## src/rtl/sbb_pkg.sv

```systemverilog
package sbb_pkg;
  localparam int unsigned LINE_LSB = 5;
  typedef enum logic {ST_IDLE, ST_REPLAY} sbb_state_e;
endpackage

```

## src/rtl/sbb_store.sv

```systemverilog
module sbb_store #(
  parameter int unsigned DEPTH = 8,
  parameter int unsigned AW    = 32,
  parameter int unsigned DW    = 32,
  localparam int unsigned IDXW = $clog2(DEPTH),
  localparam int unsigned CNTW = $clog2(DEPTH + 1)
) (
  input  logic            clk_i,
  input  logic            rst_ni,
  input  logic            clear_i,
  input  logic            push_i,
  input  logic [AW-1:0]   push_addr_i,
  input  logic [DW-1:0]   push_data_i,
  input  logic            pop_i,
  input  logic [IDXW-1:0] pop_idx_i,
  output logic [AW-1:0]   addr_o [DEPTH],
  output logic [DW-1:0]   data_o [DEPTH],
  output logic            valid_o [DEPTH],
  output logic            full_o
);
  logic [CNTW-1:0] cnt_q, cnt_n, cnt_mid;
  logic [AW-1:0]   addr_q [DEPTH];
  logic [AW-1:0]   addr_n [DEPTH];
  logic [DW-1:0]   data_q [DEPTH];
  logic [DW-1:0]   data_n [DEPTH];

  always_comb begin
    cnt_mid = cnt_q;
    for (int i = 0; i < DEPTH; i++) begin
      addr_n[i] = addr_q[i];
      data_n[i] = data_q[i];
    end
    if (pop_i) begin
      // compact: younger entries move one slot toward the head
      for (int i = 0; i < DEPTH - 1; i++) begin
        if (IDXW'(i) >= pop_idx_i) begin
          addr_n[i] = addr_q[i+1];
          data_n[i] = data_q[i+1];
        end
      end
      cnt_mid = cnt_q - CNTW'(1);
    end
    cnt_n = cnt_mid;
    if (push_i && (cnt_mid < CNTW'(DEPTH))) begin
      for (int i = 0; i < DEPTH; i++) begin
        if (CNTW'(i) == cnt_mid) begin
          addr_n[i] = push_addr_i;
          data_n[i] = push_data_i;
        end
      end
      cnt_n = cnt_mid + CNTW'(1);
    end
    if (clear_i) cnt_n = '0;
  end

  always_ff @(posedge clk_i or negedge rst_ni) begin
    if (!rst_ni) cnt_q <= '0;
    else         cnt_q <= cnt_n;
  end

  always_ff @(posedge clk_i) begin
    for (int i = 0; i < DEPTH; i++) begin
      addr_q[i] <= addr_n[i];
      data_q[i] <= data_n[i];
    end
  end

  for (genvar g = 0; g < DEPTH; g++) begin : g_out
    assign addr_o[g]  = addr_q[g];
    assign data_o[g]  = data_q[g];
    assign valid_o[g] = (CNTW'(g) < cnt_q);
  end

  assign full_o = (cnt_q == CNTW'(DEPTH));

  AST_CNT_BOUND: assert property (@(posedge clk_i) disable iff (!rst_ni)
    cnt_q <= CNTW'(DEPTH));
  AST_CLEAR_EMPTY: assert property (@(posedge clk_i) disable iff (!rst_ni)
    clear_i |=> (cnt_q == '0));
  AST_POP_SHRINK: assert property (@(posedge clk_i) disable iff (!rst_ni)
    (pop_i && !push_i && !clear_i) |=> (cnt_q == $past(cnt_q) - CNTW'(1)));
endmodule

```

## src/rtl/sbb_match.sv

```systemverilog
module sbb_match #(
  parameter int unsigned DEPTH = 8,
  parameter int unsigned AW    = 32,
  parameter int unsigned LSB   = 5,
  localparam int unsigned IDXW = $clog2(DEPTH)
) (
  input  logic [AW-1:0]   addr_i [DEPTH],
  input  logic            valid_i [DEPTH],
  input  logic [AW-1:0]   key_i,
  output logic            hit_o,
  output logic [IDXW-1:0] idx_o
);
  logic [DEPTH-1:0] eq;

  for (genvar g = 0; g < DEPTH; g++) begin : g_cmp
    assign eq[g] = valid_i[g] && (addr_i[g][AW-1:LSB] == key_i[AW-1:LSB]);
  end

  // lowest slot is the oldest entry
  always_comb begin
    idx_o = '0;
    for (int i = DEPTH - 1; i >= 0; i--) begin
      if (eq[i]) idx_o = IDXW'(i);
    end
  end

  assign hit_o = |eq;
endmodule

```

## src/rtl/store_backup_buf.sv

```systemverilog
module store_backup_buf
  import sbb_pkg::*;
#(
  parameter int unsigned DEPTH = 8,
  parameter int unsigned AW    = 32,
  parameter int unsigned DW    = 32,
  localparam int unsigned IDXW = $clog2(DEPTH)
) (
  input  logic          clk_i,
  input  logic          rst_ni,
  input  logic          push_valid_i,
  input  logic [AW-1:0] push_addr_i,
  input  logic [DW-1:0] push_data_i,
  input  logic          push_cacheable_i,
  output logic          overflow_o,
  input  logic          inv_valid_i,
  input  logic [AW-1:0] inv_addr_i,
  output logic          inv_done_o,
  output logic          inv_hit_o,
  input  logic          discard_i,
  output logic          mem_valid_o,
  input  logic          mem_ready_i,
  output logic [AW-1:0] mem_addr_o,
  output logic [DW-1:0] mem_data_o
);
  sbb_state_e      state_q, state_n;
  logic [IDXW-1:0] rep_q, rep_n;
  logic [AW-1:0]   e_addr [DEPTH];
  logic [DW-1:0]   e_data [DEPTH];
  logic            e_vld  [DEPTH];
  logic            full, clear, push_ok, pop;
  logic            m_hit;
  logic [IDXW-1:0] m_idx;
  logic            ovf_q;

  sbb_match #(.DEPTH(DEPTH), .AW(AW), .LSB(LINE_LSB)) u_match (
    .addr_i (e_addr),
    .valid_i(e_vld),
    .key_i  (inv_addr_i),
    .hit_o  (m_hit),
    .idx_o  (m_idx)
  );

  sbb_store #(.DEPTH(DEPTH), .AW(AW), .DW(DW)) u_store (
    .clk_i      (clk_i),
    .rst_ni     (rst_ni),
    .clear_i    (clear),
    .push_i     (push_ok),
    .push_addr_i(push_addr_i),
    .push_data_i(push_data_i),
    .pop_i      (pop),
    .pop_idx_i  (rep_q),
    .addr_o     (e_addr),
    .data_o     (e_data),
    .valid_o    (e_vld),
    .full_o     (full)
  );

  always_comb begin
    state_n    = state_q;
    rep_n      = rep_q;
    clear      = 1'b0;
    pop        = 1'b0;
    inv_done_o = 1'b0;
    inv_hit_o  = 1'b0;
    unique case (state_q)
      ST_IDLE: begin
        if (discard_i) begin
          clear = 1'b1;
        end else if (inv_valid_i) begin
          if (m_hit) begin
            state_n = ST_REPLAY;
            rep_n   = m_idx;
          end else begin
            inv_done_o = 1'b1;
          end
        end
      end
      ST_REPLAY: begin
        if (mem_ready_i) begin
          pop        = 1'b1;
          inv_done_o = 1'b1;
          inv_hit_o  = 1'b1;
          state_n    = ST_IDLE;
        end
      end
      default: state_n = ST_IDLE;
    endcase
  end

  // full is judged before any same-cycle removal
  assign push_ok = push_valid_i && push_cacheable_i && !full && !clear;

  always_ff @(posedge clk_i or negedge rst_ni) begin
    if (!rst_ni) begin
      state_q <= ST_IDLE;
      rep_q   <= '0;
      ovf_q   <= 1'b0;
    end else begin
      state_q <= state_n;
      rep_q   <= rep_n;
      ovf_q   <= push_valid_i && push_cacheable_i && full && !clear;
    end
  end

  assign overflow_o  = ovf_q;
  assign mem_valid_o = (state_q == ST_REPLAY);
  assign mem_addr_o  = e_addr[rep_q];
  assign mem_data_o  = e_data[rep_q];

  AST_MEM_HOLD: assert property (@(posedge clk_i) disable iff (!rst_ni)
    (mem_valid_o && !mem_ready_i) |=>
      (mem_valid_o && $stable(mem_addr_o) && $stable(mem_data_o)));
  AST_HIT_ON_ACCEPT: assert property (@(posedge clk_i) disable iff (!rst_ni)
    (inv_done_o && inv_hit_o) |-> (mem_valid_o && mem_ready_i));
  AST_MISS_NO_WRITE: assert property (@(posedge clk_i) disable iff (!rst_ni)
    (inv_done_o && !inv_hit_o) |-> !mem_valid_o);
  AST_OVF_WHEN_FULL: assert property (@(posedge clk_i) disable iff (!rst_ni)
    overflow_o |-> $past(full));
  AST_REPLAY_VALID: assert property (@(posedge clk_i) disable iff (!rst_ni)
    $rose(mem_valid_o) |-> e_vld[rep_q]);
endmodule

```

## config.mk

```make
export PLATFORM = sky130hd
export DESIGN_NAME = store_backup_buf
export DESIGN_NICKNAME = d
export VERILOG_FILES = /design/src/rtl/sbb_pkg.sv /design/src/rtl/sbb_store.sv /design/src/rtl/sbb_match.sv /design/src/rtl/store_backup_buf.sv
export SDC_FILE = /design/constraint.sdc
export NUM_CORES = 1
export LEC_CHECK = 0
export BUFFER_PORTS_ARGS = -buffer_cell sky130_fd_sc_hd__buf_2
export CAP_MARGIN = 10
export CORE_UTILIZATION = 60
export CTS_CLUSTER_DIAMETER = 120
export DETAILED_ROUTE_END_ITERATION = 6
export HOLD_SLACK_MARGIN = 0.1
export PLACE_DENSITY = 0.86
export SLEW_MARGIN = 20
export SYNTH_ARGS = -nofsm -noshare
export SYNTH_HDL_FRONTEND = slang
export SYNTH_SLANG_ARGS = --single-unit
```

## constraint.sdc

```tcl
create_clock -name clk_i -period 7.98 [get_ports clk_i]
set_input_delay 1.197 -clock clk_i [delete_from_list [all_inputs] [get_ports clk_i]]
set_output_delay 1.197 -clock clk_i [all_outputs]
set_load 0.01 [all_outputs]
```

==> out/summary.txt, run 1 <==
GRT overflow: 0
Setup crit end kind: output port
initial antenna violation count: 9
startpoint types: primary input
Flop pwr share: 45.5%
internal power: 5175 uW
Synth Area in Compound Gates: 5.111%
Place WS: 3.136 ns
LEAKAGE: 0.01344 uW
Worst Skew: 0.03119 ns
final hold vios: 0
hpwl dp: 51.11 mm
Synth Warn #: 0
slew margin rel.: 24.47%
core area: 45670 um^2
die width: 217.8 um
Filler Cell Count: 3336
CTS Root Cell: clkbuf_16
worst vdd ir: 212.1 uV
post-DR wirelength/cell: 26.04 um
Worst Hold Class: in -> async
initial drt markers: 1916
synthesized instance count: 2432
vias in the first global route: 20750
Period minus WS final: 4.873 ns
combinational family with the most area after synthesis: multiplexers
Setup Crit Path Kind: in -> out
Post-CTS Setup Inserts: 0
clock share of power: 35.3%
proportion of layout cells with a drive suffix above 1: 30.27%
setup ws final: 3.107 ns
sequential fraction of the synthesis area: 39.80%
pwr/cell area: 234.7 nW/um^2
Async SR Flop Fraction: 1.727%
Combinational Power Share: 19.3%
Gates resized, CTS repair: 0
setup_tns: 0 ns
I/O pin cnt: 171
# setup viols final: 0
cell taking the most area after synthesis: dfxtp_1
Largest delay share family, worst path: simple AND/OR/NAND/NOR gates
Synth-to-Final Area Change: 9.609%
most frequent cell after synthesis: dfxtp_1
WP buf/inv: 2
final RePlAce weighted congestion: 1.023
status: finished clean
required time worst endpoint: 6.78 ns
die area: 47420 um^2
H-Tree Depth: 2
first-pass GRT wire length: 122.8 mm
synthesized-area fraction occupied by xor and xnor cells: 7.033%
Synth top area share: 32.11%
fmax: 205.2 MHz
clock tree sinks: 521
worst skew pair latency: 0.64 ns
adder-cell share of the synthesized area: 0.3584%
FF+latch count, synth: 521
post-synth cell types: 56
mux contribution to synthesized area: 37.59%
Initial Utilization: 61.15%
total power: 7186 uW
sw power: 2012 uW
Reg clk slew, reported paths: 0.06 ns
clock tree buffer depth: 3
pin count of the biggest net entering global routing: 78
RSZ-0062 raised after global routing: false
final routed DRC violation total: 0
Period Utilization, post-route: 61.06%
max-cap violation count: 0
Slowest Stage Delay on Critical Path: 0.57 ns
Final nets: 2600
TritonCTS clock tree: built
Synth Area in Simple Gates: 6.406%
mapped cell area: 27930 um^2
Slew Limit Fails: 0
DRT Wirelength: 81.85 mm
mean cell area of the mapped netlist: 11.48 um^2
commonest cells in the synthesized netlist: dfxtp_1 (448), mux2_2 (328), nor2_1 (266), a21oi_1 (261), mux2i_1 (257)
hold_buf cts: 0
GRT Resource Usage Total: 34.03%
drt pass-1 iters: 6
EDFF count, synth: 64
Num CTS Buffers: 54
ys flop type: dfxtp_1
Critical-path top delay cell: nor4_1
syn nets: 2543
worst path arrival time: 3.68 ns
# rows: 78
port bufs: 165
Die Y-Extent: 217.8 um
routed vias: 20430
crit path cell chain: buf_2 -> xor2_1 -> nor4_1 -> nand4_1 -> nor4_2 -> nor4_2 -> and3_1 -> a31o_1 -> buf_2
top post-synthesis cells by area: dfxtp_1 (32%), mux2_2 (13%), mux4_2 (10%), mux2i_1 (9.2%), edfxtp_1 (6.9%)
Max FO, Critical Path: 8
Least-Margin Pin Slew: 1.133 ns
Switching Fraction: 27.99%
Via density: 6.501
ANT nets after route: 0
[layout make-up]
type	count	area, um^2	share of cell area, %
flip-flops and latches	521	11130	36.35
inverters	8	32.53	0.1063
diodes	9	22.52	0.07357
clock inverters	16	178.9	0.5844
clock buffers	85	1599	5.223
well taps	600	750.7	2.452
repair buffers	187	1036	3.384
multi-input cells	1717	15870	51.83
[kinds of logic after synthesis]
kind of cell / Yosys count
buffers and inverters: 194
and+or+nand+nor: 380
muxes: 833
AOI/OAI and AO/OA: 276
xor gates and xnor gates: 220
DFF: 521
adders and majority gates: 8
[per-layer routing]
| layer | up-vias | share of wire (%) | global-route usage (%) |
|---|---|---|---|
| met4 | 2 | 5.4 | 19.42 |
| li1 | 8979 | - | - |
| met5 | - | 0.015 | 0 |
| met3 | 247 | 8.8 | 6.067 |
| met1 | 10100 | 38 | 42.32 |
| met2 | 1108 | 48 | 55.75 |
[worst paths after layout]
path | start | end | slack [ns] | depth (start not counted)
hold reg to reg | u_store.data_q[1][57] | u_store.data_q[1][25] | 0.55 | 2
max in group asynchronous | rst_ni | rep_q[1] | 7.30 | 1
min in group clk_i | u_store.data_q[1][57] | u_store.data_q[1][25] | 0.55 | 2
setup reg to reg | rep_q[2] | u_store.data_q[0][70] | 3.65 | 6
hold / removal | rst_ni | rep_q[2] | 0.43 | 1
setup / recovery | inv_addr_i[15] | inv_done_o | 3.11 | 9
[power by group through the flow]
stage | Clock (uW) | Combinational (uW) | Sequential, uW
3_5_place_dp | 0 | 1350 | 3310
3_3_place_gp | 0 | 1300 | 3270
6_report | 2530 | 1380 | 3270
2_1_floorplan | 0 | 948 | 3230
4_1_cts | 2540 | 1370 | 3260
5_1_grt | 2650 | 1460 | 3300
[state kept, by name, indices dropped and copies added, names as in the netlist]
name            flops
rep_q               3
u_store.cnt_q       4
u_store.data_q    256
mem_valid_o         1
overflow_o          1
u_store.addr_q    256
[cell usage in the layout (no fill, tap or decap), drive strengths merged, types with 2 or more instances in the layout]
cell type / n
nor3b: 2
mux4: 128
bufinv: 2
nand2: 17
mux2: 448
nand4: 37
nor2: 268
dfxtp: 448
xnor2: 121
buf: 187
o21ai: 5
ha: 8
nand3b: 2
nor4: 33
inv: 8
clkinv: 13
and3: 2
xor2: 99
o21ba: 2
mux2i: 257
and2: 3
diode: 9
edfxtp: 64
clkbuf: 85
a21oi: 261
dfrtp: 9
nor2b: 2
nor3: 6
nand3: 3
[metrics by stage]
stage	cell area [um^2]	hold slack [ns]	instances	util [%]
floorplan	27930	0.5216	2432	-
global placement	28790	0.5295	3032	63.03
detailed placement	28790	0.5395	3032	63.03
CTS	30560	0.4091	3133	66.92
global route	30600	0.4235	3138	67.00
finish	30610	0.4286	3143	67.03
Note: power is estimated with default switching activity, not from simulation.
==> inputs of run 2 (changes only) <==
==> constraint.sdc (replaced) <==
create_clock -name clk_i -period 5 [get_ports clk_i]
set_input_delay 0.75 -clock clk_i [delete_from_list [all_inputs] [get_ports clk_i]]
set_output_delay 0.75 -clock clk_i [all_outputs]
set_load 0.01 [all_outputs]
==> out/summary.txt, run 2 (synthesis gave the netlist of run 1 again) <==
status: finished clean (unchanged)
Final nets: 2604 (was 2600)
final routed DRC violation total: 0 (unchanged)
Period Utilization, post-route: 83.57%
Worst Hold Class: in -> reg (was in -> async)
H-Tree Depth: 2 (unchanged)
pwr/cell area: 374.3 nW/um^2 (was 234.7 nW/um^2)
Least-Margin Pin Slew: 1.100 ns (was 1.133 ns)
Initial Utilization: 61.15% (unchanged)
biggest regs: u_store.addr_q (256), u_store.data_q (256), u_store.cnt_q (4) (unchanged)
port bufs: 165 (unchanged)
# rows: 78 (unchanged)
most frequent cells in the layout: dfxtp_1 (448), mux2_2 (328), nor2_1 (266) (unchanged)
GRT overflow: 0 (unchanged)
final RePlAce weighted congestion: 1.028 (was 1.023)
worst path arrival time: 3.43 ns (was 3.68 ns)
total power: 11520 uW (was 7186 uW)
LEAKAGE: 0.01354 uW (was 0.01344 uW)
die area: 47420 um^2 (unchanged)
startpoint types: register (was primary input)
Setup Crit Path Kind: reg -> out (was in -> out)
initial antenna violation count: 6 (was 9)
fmax: 239.3 MHz
required time worst endpoint: 4.25 ns (was 6.78 ns)
WP buf/inv: 2 (unchanged)
routed vias: 20320 (was 20430)
# setup viols final: 0 (unchanged)
setup_tns: 0 ns (unchanged)
Setup crit end kind: output port (unchanged)
worst vdd ir: 325.0 uV (was 212.1 uV)
proportion of layout cells with a drive suffix above 1: 30.55% (was 30.27%)
final hold vios: 0 (unchanged)
GRT Resource Usage Total: 33.70% (was 34.03%)
# placed instances: 3036 (was 3032)
hpwl dp: 50.74 mm (was 51.11 mm)
Largest delay share family, worst path: simple AND/OR/NAND/NOR gates (unchanged)
first-pass GRT wire length: 121.9 mm (was 122.8 mm)
max-cap violation count: 0 (unchanged)
Synth-to-Final Area Change: 10.20% (was 9.609%)
Hold Slack: 0.3401 ns (was 0.4286 ns)
ANT nets after route: 0 (unchanged)
Critical-path top delay cell: or4_1 (was nor4_1)
Slowest Stage Delay on Critical Path: 0.57 ns (about the same)
clock tree buffer depth: 3 (unchanged)
core area: 45670 um^2 (unchanged)
TritonCTS clock tree: built (unchanged)
I/O pin cnt: 171 (unchanged)
RSZ-0062 raised after global routing: false (unchanged)
Max FO, Critical Path: 5 (was 8)
worst skew pair latency: 0.63 ns (was 0.64 ns)
Reg clk slew, reported paths: 0.06 ns (about the same)
DRT Wirelength: 80.95 mm (was 81.85 mm)
Slew Limit Fails: 0 (unchanged)
vias in the first global route: 20490 (was 20750)
final cell count without fillers: 3145 (was 3143)
pin count of the biggest net entering global routing: 69 (was 78)
Worst Skew: 0.01783 ns (was 0.03119 ns)
initial drt markers: 2128 (was 1916)
Period minus WS final: 4.179 ns
Num CTS Buffers: 54 (unchanged)
post-DR wirelength/cell: 25.74 um (was 26.04 um)
Die Y-Extent: 217.8 um (unchanged)
die width: 217.8 um (unchanged)
drt pass-1 iters: 6 (unchanged)
crit path cell chain: inv_1 -> ha_1 -> o21ai_0 -> nand4_1 -> or4_1 -> nor2b_4 -> and3_1 -> a31o_1 -> buf_2 (was buf_2 -> xor2_1 -> nor4_1 -> nand4_1 -> nor4_2 -> nor4_2 -> and3_1 -> a31o_1 -> buf_2)
slew margin rel.: 26.69% (was 24.47%)
commonest non-fill, non-tap cell in the layout: dfxtp_1 (unchanged)
CTS Root Cell: clkbuf_16 (unchanged)
clock tree sinks: 521 (unchanged)
Via density: 6.461 (was 6.501)
run 2: per-stage QoR:
step | cell area (um^2) | worst slack, ns | util, %
after floorplan | 27930 | 1.512 | -
after global placement | 28930 | 1.154 | 63.34
after detailed placement | 28930 | 1.206 | 63.34
after CTS | 30760 | 0.8722 | 67.35
after global routing | 30770 | 0.7780 | 67.37
final | 30780 | 0.8213 | 67.39
run 2: worst paths after layout:
check / startpoint / to / slack, ns / cells after the start
max: u_store.cnt_q[1] / inv_done_o / 0.82 / 9
min: mem_ready_i / mem_valid_o / 0.34 / 2
max reg2reg: u_store.cnt_q[1] / u_store.addr_q[0][26] / 1.52 / 8
min reg2reg: u_store.data_q[1][66] / u_store.data_q[1][34] / 0.55 / 2
max in group asynchronous: rst_ni / rep_q[2] / 4.21 / 2
min in group asynchronous: rst_ni / rep_q[1] / 0.53 / 2
run 2: final cells by class:
cell class | count | area [um^2]
Multi-Input combinational cell | 1717 | 15870
Fill cell | 3274 | 14890
Sequential cell | 521 | 11130
Clock buffer | 86 | 1653
Timing Repair Buffer | 191 | 1161
Tap cell | 600 | 750.7
Clock inverter | 14 | 168.9
Inverter | 8 | 32.53
Antenna cell | 8 | 20.02
run 2: routing by layer:
metal	GRT usage (%)	vias up	routed length, um	part of all wire, %
met5	0	-	11	0.014
met4	16.64	2	3756	4.6
met3	6.053	229	7554	9.3
met2	55.76	1071	38730	48
met1	42.39	10030	30890	38
li1	-	8986	-	-
run 2: what timing repair did:
action,CTS,global route
setup buffers,0,0
hold buffers,1,0
hold endpoints to repair,9,0
resized for setup,0,0
run 2: power breakdown:
| part | total (uW) | switching, uW | internal, uW |
|---|---|---|---|
| clock network | 4100 | 1730 | 2370 |
| logic | 2200 | 1010 | 1190 |
| registers | 5220 | 452 | 4760 |
